### src/rtl/sdinit_pkg.sv
// Shared command codes, phase type and timing helpers for the SDRAM
// initialization sequencer. Assumes commands are the 4-bit tuple
// {cs_n, ras_n, cas_n, we_n}.
package sdinit_pkg;

    typedef enum logic [3:0] {
        CMD_MRS = 4'b0000,
        CMD_REF = 4'b0001,
        CMD_PRE = 4'b0010,
        CMD_NOP = 4'b0111
    } sd_cmd_e;

    typedef enum logic [2:0] {
        PH_PRE,
        PH_REF,
        PH_MRS,
        PH_DONE,
        PH_HOLD
    } phase_e;

    // Larger of two values; also keeps every gap at least two cycles.
    function automatic int unsigned max_u(int unsigned a, int unsigned b);
        return (a > b) ? a : b;
    endfunction

    // Nanoseconds to clock cycles, rounded up, never below two.
    function automatic int unsigned ns_to_cyc(int unsigned ns, int unsigned mhz);
        return max_u((ns * mhz + 999) / 1000, 2);
    endfunction

endpackage

### src/rtl/sdinit_timer.sv
// Wait counter shared by every gap in the sequence. It loads a value,
// counts down to zero and holds there. Assumes load only when zero.
module sdinit_timer #(
    parameter int unsigned CNT_W   = 14,
    parameter int unsigned RST_VAL = 9999
) (
    input  logic             clk,
    input  logic             rst_n,
    input  logic             load,
    input  logic [CNT_W-1:0] load_val,
    output logic             zero
);

    logic [CNT_W-1:0] cnt;

    // Counter: reset to the power-up wait, reload on request, else count down.
    always_ff @(posedge clk) begin
        if (!rst_n)
            cnt <= CNT_W'(RST_VAL);
        else if (load)
            cnt <= load_val;
        else if (cnt != '0)
            cnt <= cnt - 1'b1;
    end

    assign zero = (cnt == '0);

    // without a reload, a nonzero count falls by exactly one per cycle.
    a_r3_count_down: assert property (@(posedge clk) disable iff (!rst_n)
        (!load && !zero) |=> (cnt == $past(cnt) - 1'b1));

    // once drained and not reloaded, the counter stays at zero.
    a_r10_zero_holds: assert property (@(posedge clk) disable iff (!rst_n)
        (zero && !load) |=> zero);

endmodule

### src/rtl/sdinit_modeword.sv
// Builds the mode-register word from parameters. Assumes ADDR_W >= 11,
// BURST_LEN in {0 (full page), 1, 2, 4, 8} and CAS_LAT in {2, 3}.
module sdinit_modeword #(
    parameter int unsigned ADDR_W           = 13,
    parameter int unsigned BURST_LEN        = 4,
    parameter bit          BURST_INTERLEAVE = 1'b0,
    parameter int unsigned CAS_LAT          = 3,
    parameter bit          WRITE_SINGLE     = 1'b0
) (
    output logic [ADDR_W-1:0] word
);

    // Burst-length code; full page selects the all-ones code.
    function automatic logic [2:0] bl_code(int unsigned bl);
        case (bl)
            1:       return 3'b000;
            2:       return 3'b001;
            4:       return 3'b010;
            8:       return 3'b011;
            default: return 3'b111;
        endcase
    endfunction

    localparam logic [2:0] BL_BITS = bl_code(BURST_LEN);
    localparam logic [2:0] CL_BITS = 3'(CAS_LAT);

    // Field assembly: every bit not named below stays zero.
    always_comb begin
        word      = '0;
        word[2:0] = BL_BITS;
        word[3]   = BURST_INTERLEAVE;
        word[6:4] = CL_BITS;
        word[8:7] = 2'b00;
        word[9]   = WRITE_SINGLE;
    end

endmodule

### src/rtl/sdinit_seq.sv
// SDRAM power-up initialization sequencer (top). It runs the power-up
// wait, then precharge-all, then N_AREF auto-refreshes, then the mode load,
// and then raises init_done. Assumes a synchronous active-low reset and that
// the operational controller takes the bus once init_done is high. All bus
// outputs are registered so they stay steady around the sampling edge.
module sdinit_seq
    import sdinit_pkg::*;
#(
    parameter int unsigned CLK_MHZ          = 50,
    parameter int unsigned POWERUP_US       = 200,
    parameter int unsigned T_RP_NS          = 45,
    parameter int unsigned T_RFC_NS         = 130,
    parameter int unsigned T_MRD_CYC        = 3,
    parameter int unsigned N_AREF           = 2,
    parameter int unsigned BURST_LEN        = 4,
    parameter bit          BURST_INTERLEAVE = 1'b0,
    parameter int unsigned CAS_LAT          = 3,
    parameter bit          WRITE_SINGLE     = 1'b0,
    parameter int unsigned ADDR_W           = 13,
    parameter int unsigned BA_W             = 2
) (
    input  logic              clk,
    input  logic              rst_n,
    output logic              sd_cs_n,
    output logic              sd_ras_n,
    output logic              sd_cas_n,
    output logic              sd_we_n,
    output logic [BA_W-1:0]   sd_ba,
    output logic [ADDR_W-1:0] sd_addr,
    output logic              init_done
);

    localparam int unsigned PWR_CYC = max_u(POWERUP_US * CLK_MHZ, 2);
    localparam int unsigned RP_CYC  = ns_to_cyc(T_RP_NS, CLK_MHZ);
    localparam int unsigned RFC_CYC = ns_to_cyc(T_RFC_NS, CLK_MHZ);
    localparam int unsigned MRD_CYC = max_u(T_MRD_CYC, 2);
    localparam int unsigned MAX_CYC = max_u(max_u(PWR_CYC, RP_CYC), max_u(RFC_CYC, MRD_CYC));
    localparam int unsigned CNT_W   = $clog2(MAX_CYC + 1);
    localparam int unsigned REF_W   = $clog2(max_u(N_AREF, 2));
    localparam int unsigned A10     = 10;

    phase_e            phase;
    logic [REF_W-1:0]  ref_left;
    sd_cmd_e           cmd_q;
    logic [ADDR_W-1:0] addr_q;
    logic [BA_W-1:0]   ba_q;
    logic              done_q;
    logic              tmr_zero;
    logic              tmr_load;
    logic [CNT_W-1:0]  tmr_val;
    logic [ADDR_W-1:0] mode_word;

    sdinit_timer #(
        .CNT_W   (CNT_W),
        .RST_VAL (PWR_CYC - 1)
    ) u_timer (
        .clk      (clk),
        .rst_n    (rst_n),
        .load     (tmr_load),
        .load_val (tmr_val),
        .zero     (tmr_zero)
    );

    sdinit_modeword #(
        .ADDR_W           (ADDR_W),
        .BURST_LEN        (BURST_LEN),
        .BURST_INTERLEAVE (BURST_INTERLEAVE),
        .CAS_LAT          (CAS_LAT),
        .WRITE_SINGLE     (WRITE_SINGLE)
    ) u_mode (
        .word (mode_word)
    );

    // Gap selection: the command issued now sets the wait before the next one.
    always_comb begin
        tmr_load = 1'b0;
        tmr_val  = '0;
        if (tmr_zero) begin
            case (phase)
                PH_PRE:  begin tmr_load = 1'b1; tmr_val = CNT_W'(RP_CYC - 1);  end
                PH_REF:  begin tmr_load = 1'b1; tmr_val = CNT_W'(RFC_CYC - 1); end
                PH_MRS:  begin tmr_load = 1'b1; tmr_val = CNT_W'(MRD_CYC - 1); end
                default: begin tmr_load = 1'b0; tmr_val = '0;                  end
            endcase
        end
    end

    // Sequence engine: issue one command per expired wait, NOP otherwise.
    always_ff @(posedge clk) begin
        if (!rst_n) begin
            phase    <= PH_PRE;
            ref_left <= '0;
            cmd_q    <= CMD_NOP;
            addr_q   <= '0;
            ba_q     <= '0;
            done_q   <= 1'b0;
        end else begin
            cmd_q  <= CMD_NOP;
            addr_q <= '0;
            ba_q   <= '0;
            if (tmr_zero) begin
                case (phase)
                    PH_PRE: begin
                        cmd_q       <= CMD_PRE;
                        addr_q[A10] <= 1'b1;
                        ref_left    <= REF_W'(N_AREF - 1);
                        phase       <= PH_REF;
                    end
                    PH_REF: begin
                        cmd_q <= CMD_REF;
                        if (ref_left == '0)
                            phase <= PH_MRS;
                        else
                            ref_left <= ref_left - 1'b1;
                    end
                    PH_MRS: begin
                        cmd_q  <= CMD_MRS;
                        addr_q <= mode_word;
                        phase  <= PH_DONE;
                    end
                    PH_DONE: begin
                        done_q <= 1'b1;
                        phase  <= PH_HOLD;
                    end
                    default: phase <= PH_HOLD;
                endcase
            end
        end
    end

    assign {sd_cs_n, sd_ras_n, sd_cas_n, sd_we_n} = cmd_q;
    assign sd_ba     = ba_q;
    assign sd_addr   = addr_q;
    assign init_done = done_q;

    // while a wait is still running, the next bus cycle is a NOP.
    a_r1_nop_while_waiting: assert property (@(posedge clk) disable iff (!rst_n)
        (!tmr_zero) |=> (cmd_q == CMD_NOP));

    // precharge always targets all banks.
    a_r2_precharge_all: assert property (@(posedge clk) disable iff (!rst_n)
        (cmd_q == CMD_PRE) |-> (addr_q[A10] && ba_q == '0));

    // no stray upper address bits during the mode load.
    a_r9_mrs_upper_zero: assert property (@(posedge clk) disable iff (!rst_n)
        (cmd_q == CMD_MRS) |-> (addr_q[ADDR_W-1:A10] == '0 && ba_q == '0));

    // a command never repeats into the following cycle.
    a_r11_single_cycle: assert property (@(posedge clk) disable iff (!rst_n)
        (cmd_q != CMD_NOP) |=> (cmd_q == CMD_NOP));

    // done is sticky until reset.
    a_r10_done_sticky: assert property (@(posedge clk) disable iff (!rst_n)
        init_done |=> init_done);

    // after hand-over only NOP is driven.
    a_r10_bus_quiet: assert property (@(posedge clk) disable iff (!rst_n)
        init_done |-> (cmd_q == CMD_NOP));

endmodule

### config.mk
export PLATFORM = sky130hd
export DESIGN_NAME = sdinit_seq
export DESIGN_NICKNAME = d
export VERILOG_FILES = /design/src/rtl/sdinit_pkg.sv /design/src/rtl/sdinit_timer.sv /design/src/rtl/sdinit_modeword.sv /design/src/rtl/sdinit_seq.sv
export SDC_FILE = /design/constraint.sdc
export NUM_CORES = 1
export LEC_CHECK = 0
export ABC_AREA = 1
export ABC_CLOCK_PERIOD_IN_PS = 2850
export BUFFER_PORTS_ARGS = -buffer_cell sky130_fd_sc_hd__buf_2
export CAP_MARGIN = 5
export CORE_MARGIN = 1.5
export CORE_UTILIZATION = 25
export CTS_CLUSTER_DIAMETER = 100
export DETAILED_ROUTE_END_ITERATION = 10
export MAX_ROUTING_LAYER = met4
export PLACE_DENSITY_LB_ADDON = 0.05
export SYNTH_ARGS = -nofsm -noshare
export SYNTH_HDL_FRONTEND = slang
export SYNTH_SLANG_ARGS = --single-unit
### constraint.sdc
create_clock -name clk -period 2.85 [get_ports clk]
set_input_delay 0.4275 -clock clk [delete_from_list [all_inputs] [get_ports clk]]
set_output_delay 0.4275 -clock clk [all_outputs]
set_load 0.05 [all_outputs]
# ---- Yosys cells after proc, flatten, opt, wreduce, memory -nomap -nowiden
# Index checks and enable logic that the tools add are counted.
dict set report op_classes {
  div_mod_pow 0
  multipliers 0
  n_shift 0
  bitwise_logic 0
  order_cmp 0
  reduce_logical 11
  mux 13
  addsub 2
  eq_ne 4
}
# op count
set ops {}
lappend ops {{14-bit 2-to-1 mux} 2}
lappend ops {{3-bit case mux with 3 select lines} 2}
lappend ops {{14-bit logical NOT} 1}
lappend ops {{14-bit nonzero test} 1}
lappend ops {{14-bit by 1-bit subtractor with 14-bit output (second input constant)} 1}
lappend ops {{2-bit AND reduction} 4}
lappend ops {{3-bit by 2-bit equality test with 1-bit output (second input constant)} 2}
lappend ops {{3-bit 2-to-1 mux} 2}
lappend ops {{6-bit 2-to-1 mux} 1}
lappend ops {{3-bit case mux with 2 select lines} 1}
lappend ops {{1-bit 2-to-1 mux} 4}
lappend ops {{2-bit nonzero test} 2}
lappend ops {{3-bit by 1-bit equality test with 1-bit output (second input constant)} 1}
lappend ops {{3-bit logical NOT} 1}
lappend ops {{3-bit OR reduction} 1}
lappend ops {{2-bit inequality test (second input constant)} 1}
lappend ops {{1-bit case mux with 2 select lines} 1}
lappend ops {{2-bit OR reduction} 1}
lappend ops {{1-bit subtractor (second input constant)} 1}
dict set report totals {
  ram_bits 0
  latchBits 0
  mem_bits_ro 0
  ff_bits 36
  memories 0
}

# ---- Depth between registers and ports, before layout
dict set report logic_depth {
  ltp_word 5
  mapped_depth 9
  ltp_nobuf 8
}

# ---- Hierarchy
# Synthesis repeated with hierarchy kept, for this count alone.
dict set report unflattened {
  hier_cells 254
  area_unflattened_um2 1806.7
}
# module cells_per_inst n_inst seq_area_each_um2 area_per_inst_um2
set by_module_without_submodules {}
lappend by_module_without_submodules {sdinit_timer 148 1 280.3 930.9}
lappend by_module_without_submodules {sdinit_seq 91 1 420.4 770.7}
lappend by_module_without_submodules {sdinit_modeword 15 1 0.0 105.1}

# ---- Worst setup path before layout
# OpenSTA, ideal clock, no wires.
dict set report synth_timing {
  kind {register to register}
  start {register u_timer.cnt[0]}
  end {register u_timer.cnt[0]}
  arrival_ns 1.286
  synth_period_minus_slack_ns 1.405
  setup_slack_ns 1.445
  path_buffers 1
  path_stages_with_launch 9
  required_ns 2.730
  setup_ns 0.120
  path_cell_list {dfxtp_1 inv_1 ha_1 nand3_4 nor2_8 nand2_4 buf_6 a21oi_2 o21ai_1}
}
dict set report synth_via {
  elab_chain_len 3
}
# item line_no
set synth_rtl {}
lappend synth_rtl {{from (decl)} sdinit_timer.sv:14} ;# logic [CNT_W-1:0] cnt;
lappend synth_rtl {{from (signal assigned)} sdinit_timer.sv:19} ;# cnt <= CNT_W'(RST_VAL);
lappend synth_rtl {{from (signal assigned)} sdinit_timer.sv:21} ;# cnt <= load_val;
lappend synth_rtl {{from (signal assigned)} sdinit_timer.sv:23} ;# cnt <= cnt - 1'b1;
lappend synth_rtl {{14-bit by 1-bit subtractor with 14-bit output / 14-bit logical NOT (equally long branches)} {sdinit_timer.sv:23, sdinit_timer.sv:26}}
lappend synth_rtl {{14-bit 2-to-1 mux, or another cell as far along} sdinit_timer.sv:22} ;# else if (cnt != '0)
lappend synth_rtl {{14-bit 2-to-1 mux / 2-bit nonzero test (equally long branches)} n/a}
# Several ways; a longest one is shown, not always the timed one. The select of a mux whose other input is x is not followed.
# A chain may end at the register's enable or synchronous reset.

# ---- Worst setup path after layout
dict set report layout_timing {
  start {register u_timer.cnt[0]}
  end {register addr_q[5] (netlist: sd_addr[5])}
}
dict set report layout_via {
  elab_chain_len 2
}
# item line_no
set layout_rtl {}
lappend layout_rtl {{14-bit logical NOT} sdinit_timer.sv:26} ;# assign zero = (cnt == '0);
lappend layout_rtl {{2-bit AND reduction (no source line)} n/a}
lappend layout_rtl {{to (signal assigned)} sdinit_seq.sv:118} ;# addr_q <= mode_word;
lappend layout_rtl {{to (decl)} sdinit_seq.sv:45} ;# logic [ADDR_W-1:0] addr_q;
# No other way between the ends.

==> flow_results.xml <==
<?xml version="1.0" encoding="UTF-8"?>
<metrics>
  <group name="setup_path">
    <metric name="critical_path.endpoint_type" unit="">register</metric>
    <metric name="startpoint" unit="">u_timer.cnt[0]</metric>
    <metric name="crit_type" unit="">register to register</metric>
    <metric name="r2r.worst_path.cells" unit="">8</metric>
    <metric name="worst-endpoint-required" unit="ns">3.04</metric>
    <metric name="crit_path_start_kind" unit="">register</metric>
    <metric name="critical_path_data_arrival_time" unit="ns">1.80</metric>
    <metric name="critPathCapture" unit="">sd_addr[5]</metric>
    <metric name="timing.rr.start" unit="">u_timer.cnt[0]</metric>
    <metric name="critical_path.max_fanout" unit="">15</metric>
    <metric name="reg2reg_setup_slack" unit="ns">1.24</metric>
    <metric name="reg2reg_to" unit="">sd_addr[5]</metric>
  </group>
  <group name="timing">
    <metric name="final.setup_skew" unit="ns">0.005724</metric>
    <metric name="clock_period_minus_worst_slack" unit="ns">1.613</metric>
    <metric name="finalSetupViolations" unit="">0</metric>
    <metric name="finalSetupTns" unit="ns">0</metric>
    <metric name="max_freq" unit="GHz">0.6201</metric>
    <metric name="setup_repair_after_global_routing_missed_its_margin" unit="">no</metric>
    <metric name="final.period_utilization" unit="">0.5658</metric>
    <metric name="hold_violations" unit="">0</metric>
    <metric name="final_max_slew_viol_count" unit="">0</metric>
  </group>
  <group name="routing">
    <metric name="avgViaCountPerCell" unit="">4.036</metric>
    <metric name="antenna_violating_nets_post_route" unit="">0</metric>
    <metric name="detail_route.first_pass.iterations" unit="">4</metric>
    <metric name="vias_post_dr" unit="">1017</metric>
    <metric name="remaining_drc_errors" unit="">0</metric>
    <metric name="post_drt_wl_per_cell" unit="microns">10.11</metric>
    <metric name="route.final.wire_length" unit="microns">2547</metric>
    <metric name="drtIter0Drc" unit="">85</metric>
  </group>
  <group name="global_routing">
    <metric name="grt_first_pass_wirelength" unit="microns">4422</metric>
    <metric name="antenna_found_initial" unit="">0</metric>
    <metric name="grt_most_used_layer" unit="">met1</metric>
    <metric name="grtUsageMet1" unit="">0.1561</metric>
    <metric name="grtUsageMet2" unit="">0.1478</metric>
    <metric name="grtUsageTotal" unit="">0.1108</metric>
    <metric name="first_global_vias" unit="">910</metric>
    <metric name="groute.layer.met3.usage" unit="">0.03388</metric>
    <metric name="globalRoute.totalOverflow" unit="">0</metric>
    <metric name="grt_max_degree" unit="">16</metric>
  </group>
  <group name="floorplanning">
    <metric name="fp-row-count" unit="">25</metric>
    <metric name="initial_core_util" unit="">0.2631</metric>
    <metric name="pin_count" unit="">22</metric>
    <metric name="total_core_area" unit="sq um">4817</metric>
    <metric name="die_w" unit="microns">74.20</metric>
    <metric name="die_area" unit="sq um">5506</metric>
    <metric name="die_height" unit="microns">74.20</metric>
  </group>
  <group name="clock_tree">
    <metric name="cts_tree" unit="">built</metric>
    <metric name="clk_latency" unit="ns">0.27</metric>
    <metric name="clockRootBuffer" unit="">clkbuf_8</metric>
    <metric name="clockBufferDepth" unit="">2</metric>
    <metric name="postCtsHoldBufs" unit="">0</metric>
    <metric name="clk_pin_slew" unit="ns">0.09</metric>
    <metric name="cts_buffers" unit="">3</metric>
    <metric name="cts_htree_levels" unit="">1</metric>
    <metric name="clkSinkCount" unit="">24</metric>
    <metric name="post_cts_resize_count" unit="">0</metric>
    <metric name="post-cts-setup-buffers" unit="">0</metric>
  </group>
  <group name="layout">
    <metric name="final_net_count" unit="">189</metric>
    <metric name="fillCellCount" unit="">549</metric>
    <metric name="drive_above_1_share" unit="">0.1297</metric>
    <metric name="areaGrowthSynthToFinish" unit="%">9.575</metric>
    <metric name="antenna_cell_count" unit="">0</metric>
  </group>
  <group name="logic_synthesis">
    <metric name="synth_cells" unit="">177</metric>
    <metric name="postSynthRegisterBits" unit="">24</metric>
    <metric name="sequential_element_share_of_the_synthesized_area" unit="">0.3791</metric>
    <metric name="synth-edff-count" unit="">0</metric>
    <metric name="post_synth_main_area_contributors" unit="">dfxtp_1 (38%), nand2_1 (9.5%), nand3_1 (9.1%), buf_4 (8.3%), nor2_1 (7.4%)</metric>
    <metric name="synth_flop_cell" unit="">dfxtp_1</metric>
    <metric name="syn_area_per_cell" unit="sq um">7.161</metric>
    <metric name="synth_commonest_cells" unit="">nand2_1 (32), nor2_1 (25), dfxtp_1 (24), nand3_1 (23), inv_1 (20)</metric>
    <metric name="synth.top_cell.area_share" unit="">0.3791</metric>
    <metric name="synth.lib_cells_used.distinct" unit="">30</metric>
    <metric name="dominant_cell_type_by_area_after_synthesis" unit="">dfxtp_1</metric>
    <metric name="synth.yosys.warnings" unit="">0</metric>
    <metric name="async_reset_ff_frac" unit="">0</metric>
    <metric name="synth_area" unit="sq um">1267</metric>
    <metric name="synthMostInstantiatedCell" unit="">nand2_1</metric>
  </group>
  <group name="power_and_ir_drop">
    <metric name="post-layout-total-power" unit="uW">697.6</metric>
    <metric name="power.leakage" unit="nW">0.6531</metric>
    <metric name="ir_drop" unit="mV">0.1906</metric>
    <metric name="power-per-cell-area" unit="nW/um^2">502.3</metric>
  </group>
  <group name="placement">
    <metric name="routabilityCongestion" unit="">0.8284</metric>
    <metric name="dp.final_hpwl" unit="microns">1949</metric>
    <metric name="place.port_buffers" unit="">9</metric>
  </group>
  <group name="worst_hold_path">
    <metric name="holdCritPathClass" unit="">register to register</metric>
  </group>
  <group name="status">
    <metric name="outcome" unit="">finished, final reports clean</metric>
  </group>
  <group name="run">
    <metric name="max_cap_violations" unit="">0</metric>
  </group>
</metrics>
==> state kept, by name, indices dropped and copies added (netlist names) <==
signal and count:
u_timer.cnt 14, init_done 1, phase 3, sd_addr 2
cmd_q 3, ref_left 1
==> worst min-delay path by stage <==
stage / start / endpoint / slack [ns] / cells after the start
floorplan: u_timer.cnt[13] / u_timer.cnt[13] / 0.43 / 2
global placement: init_done / init_done / 0.45 / 2
detailed placement: init_done / init_done / 0.44 / 2
CTS: init_done / init_done / 0.46 / 2
global route: u_timer.cnt[13] / u_timer.cnt[13] / 0.49 / 2
finish: init_done / init_done / 0.46 / 2
==> metal layers <==
metal	wire, microns	up-vias
met5	0	-
li1	-	548
met2	1140	25
met1	1270	442
met3	120	2
met4	17	0
==> final cells by class <==
cell class,count,area (sq um),area share
clock buffers,3,41.29,0.02973
repair buffers,9,45.04,0.03243
well taps,67,83.83,0.06036
inverters,24,91.34,0.06577
multi-input cells,124,616.8,0.4441
clock inverters,1,30.03,0.02162
flip-flops and latches,24,480.5,0.3459
==> power by group <==
| group | total [mW] | switching (mW) | leakage (nW) | internal, mW |
|---|---|---|---|---|
| logic | 0.0551 | 0.0485 | 0.423 | 0.00661 |
| clock network | 0.301 | 0.114 | 0.0357 | 0.188 |
| registers | 0.341 | 0.00247 | 0.194 | 0.339 |
| total | 0.698 | 0.165 | 0.653 | 0.533 |
==> cell families after synthesis <==
| kind of cell | Yosys count | share of synthesized area |
|---|---|---|
| and+or+nand+nor | 94 | 0.3554 |
| xor gates and xnor gates | 3 | 0.02073 |
| AOI/OAI and AO/OA | 14 | 0.06515 |
| buffers and inverters | 40 | 0.1668 |
| DFF | 24 | 0.3791 |
| adders and majority gates | 1 | 0.009870 |
| other | 1 | 0.002959 |
==> placed cells by master (no fill, tap or decap) <==
cell / synthesis / routed
xor2_1: 3 / 3
nand4_1: 4 / 4
o21ai_0: 4 / 4
ha_1: 1 / 1
buf_2: 0 / 9
clkinv_1: 1 / 1
o21ai_1: 3 / 3
a21oi_2: 2 / 2
nand3_4: 1 / 1
nand3b_1: 1 / 1
nand3_1: 23 / 23
o21bai_1: 1 / 1
nor2_2: 1 / 1
nor2_4: 1 / 1
or2_0: 1 / 1
clkbuf_8: 0 / 3
clkinv_2: 1 / 1
a21oi_1: 3 / 3
nand2_4: 1 / 1
nand2_2: 1 / 1
dfxtp_1: 24 / 24
inv_1: 20 / 20
inv_2: 2 / 2
nand2_1: 32 / 32
nor3_1: 2 / 2
conb_1: 1 / 12
o211ai_1: 1 / 1
bufinv_16: 0 / 1
nor2_8: 1 / 1
nor2_1: 25 / 25
==> worst max-delay path, stage by stage, from the launching register on <==
cell	delay [ns]
dfxtp_1	0.30
inv_1	0.13
ha_1	0.26
nand3_4	0.14
nor2_8	0.18
nand2_4	0.16
clkinv_2	0.12
nand2_1	0.07
nor3_1	0.17
==> per-stage QoR <==
step | hold WS, ns | setup slack, ns | area [sq um] | std cells | utilization
final | 0.4555 | 1.237 | 1389 | 252 | 0.2883
after global routing | 0.4922 | 1.077 | 1389 | 252 | 0.2883
after CTS | 0.4588 | 1.227 | 1389 | 252 | 0.2883
after detailed placement | 0.4448 | 1.242 | 1318 | 248 | 0.2735
after global placement | 0.4518 | 1.246 | 1318 | 248 | 0.2735
after floorplan | 0.4289 | 1.445 | 1309 | 188 | -
No activity file was read; power rests on OpenSTA's default activity.
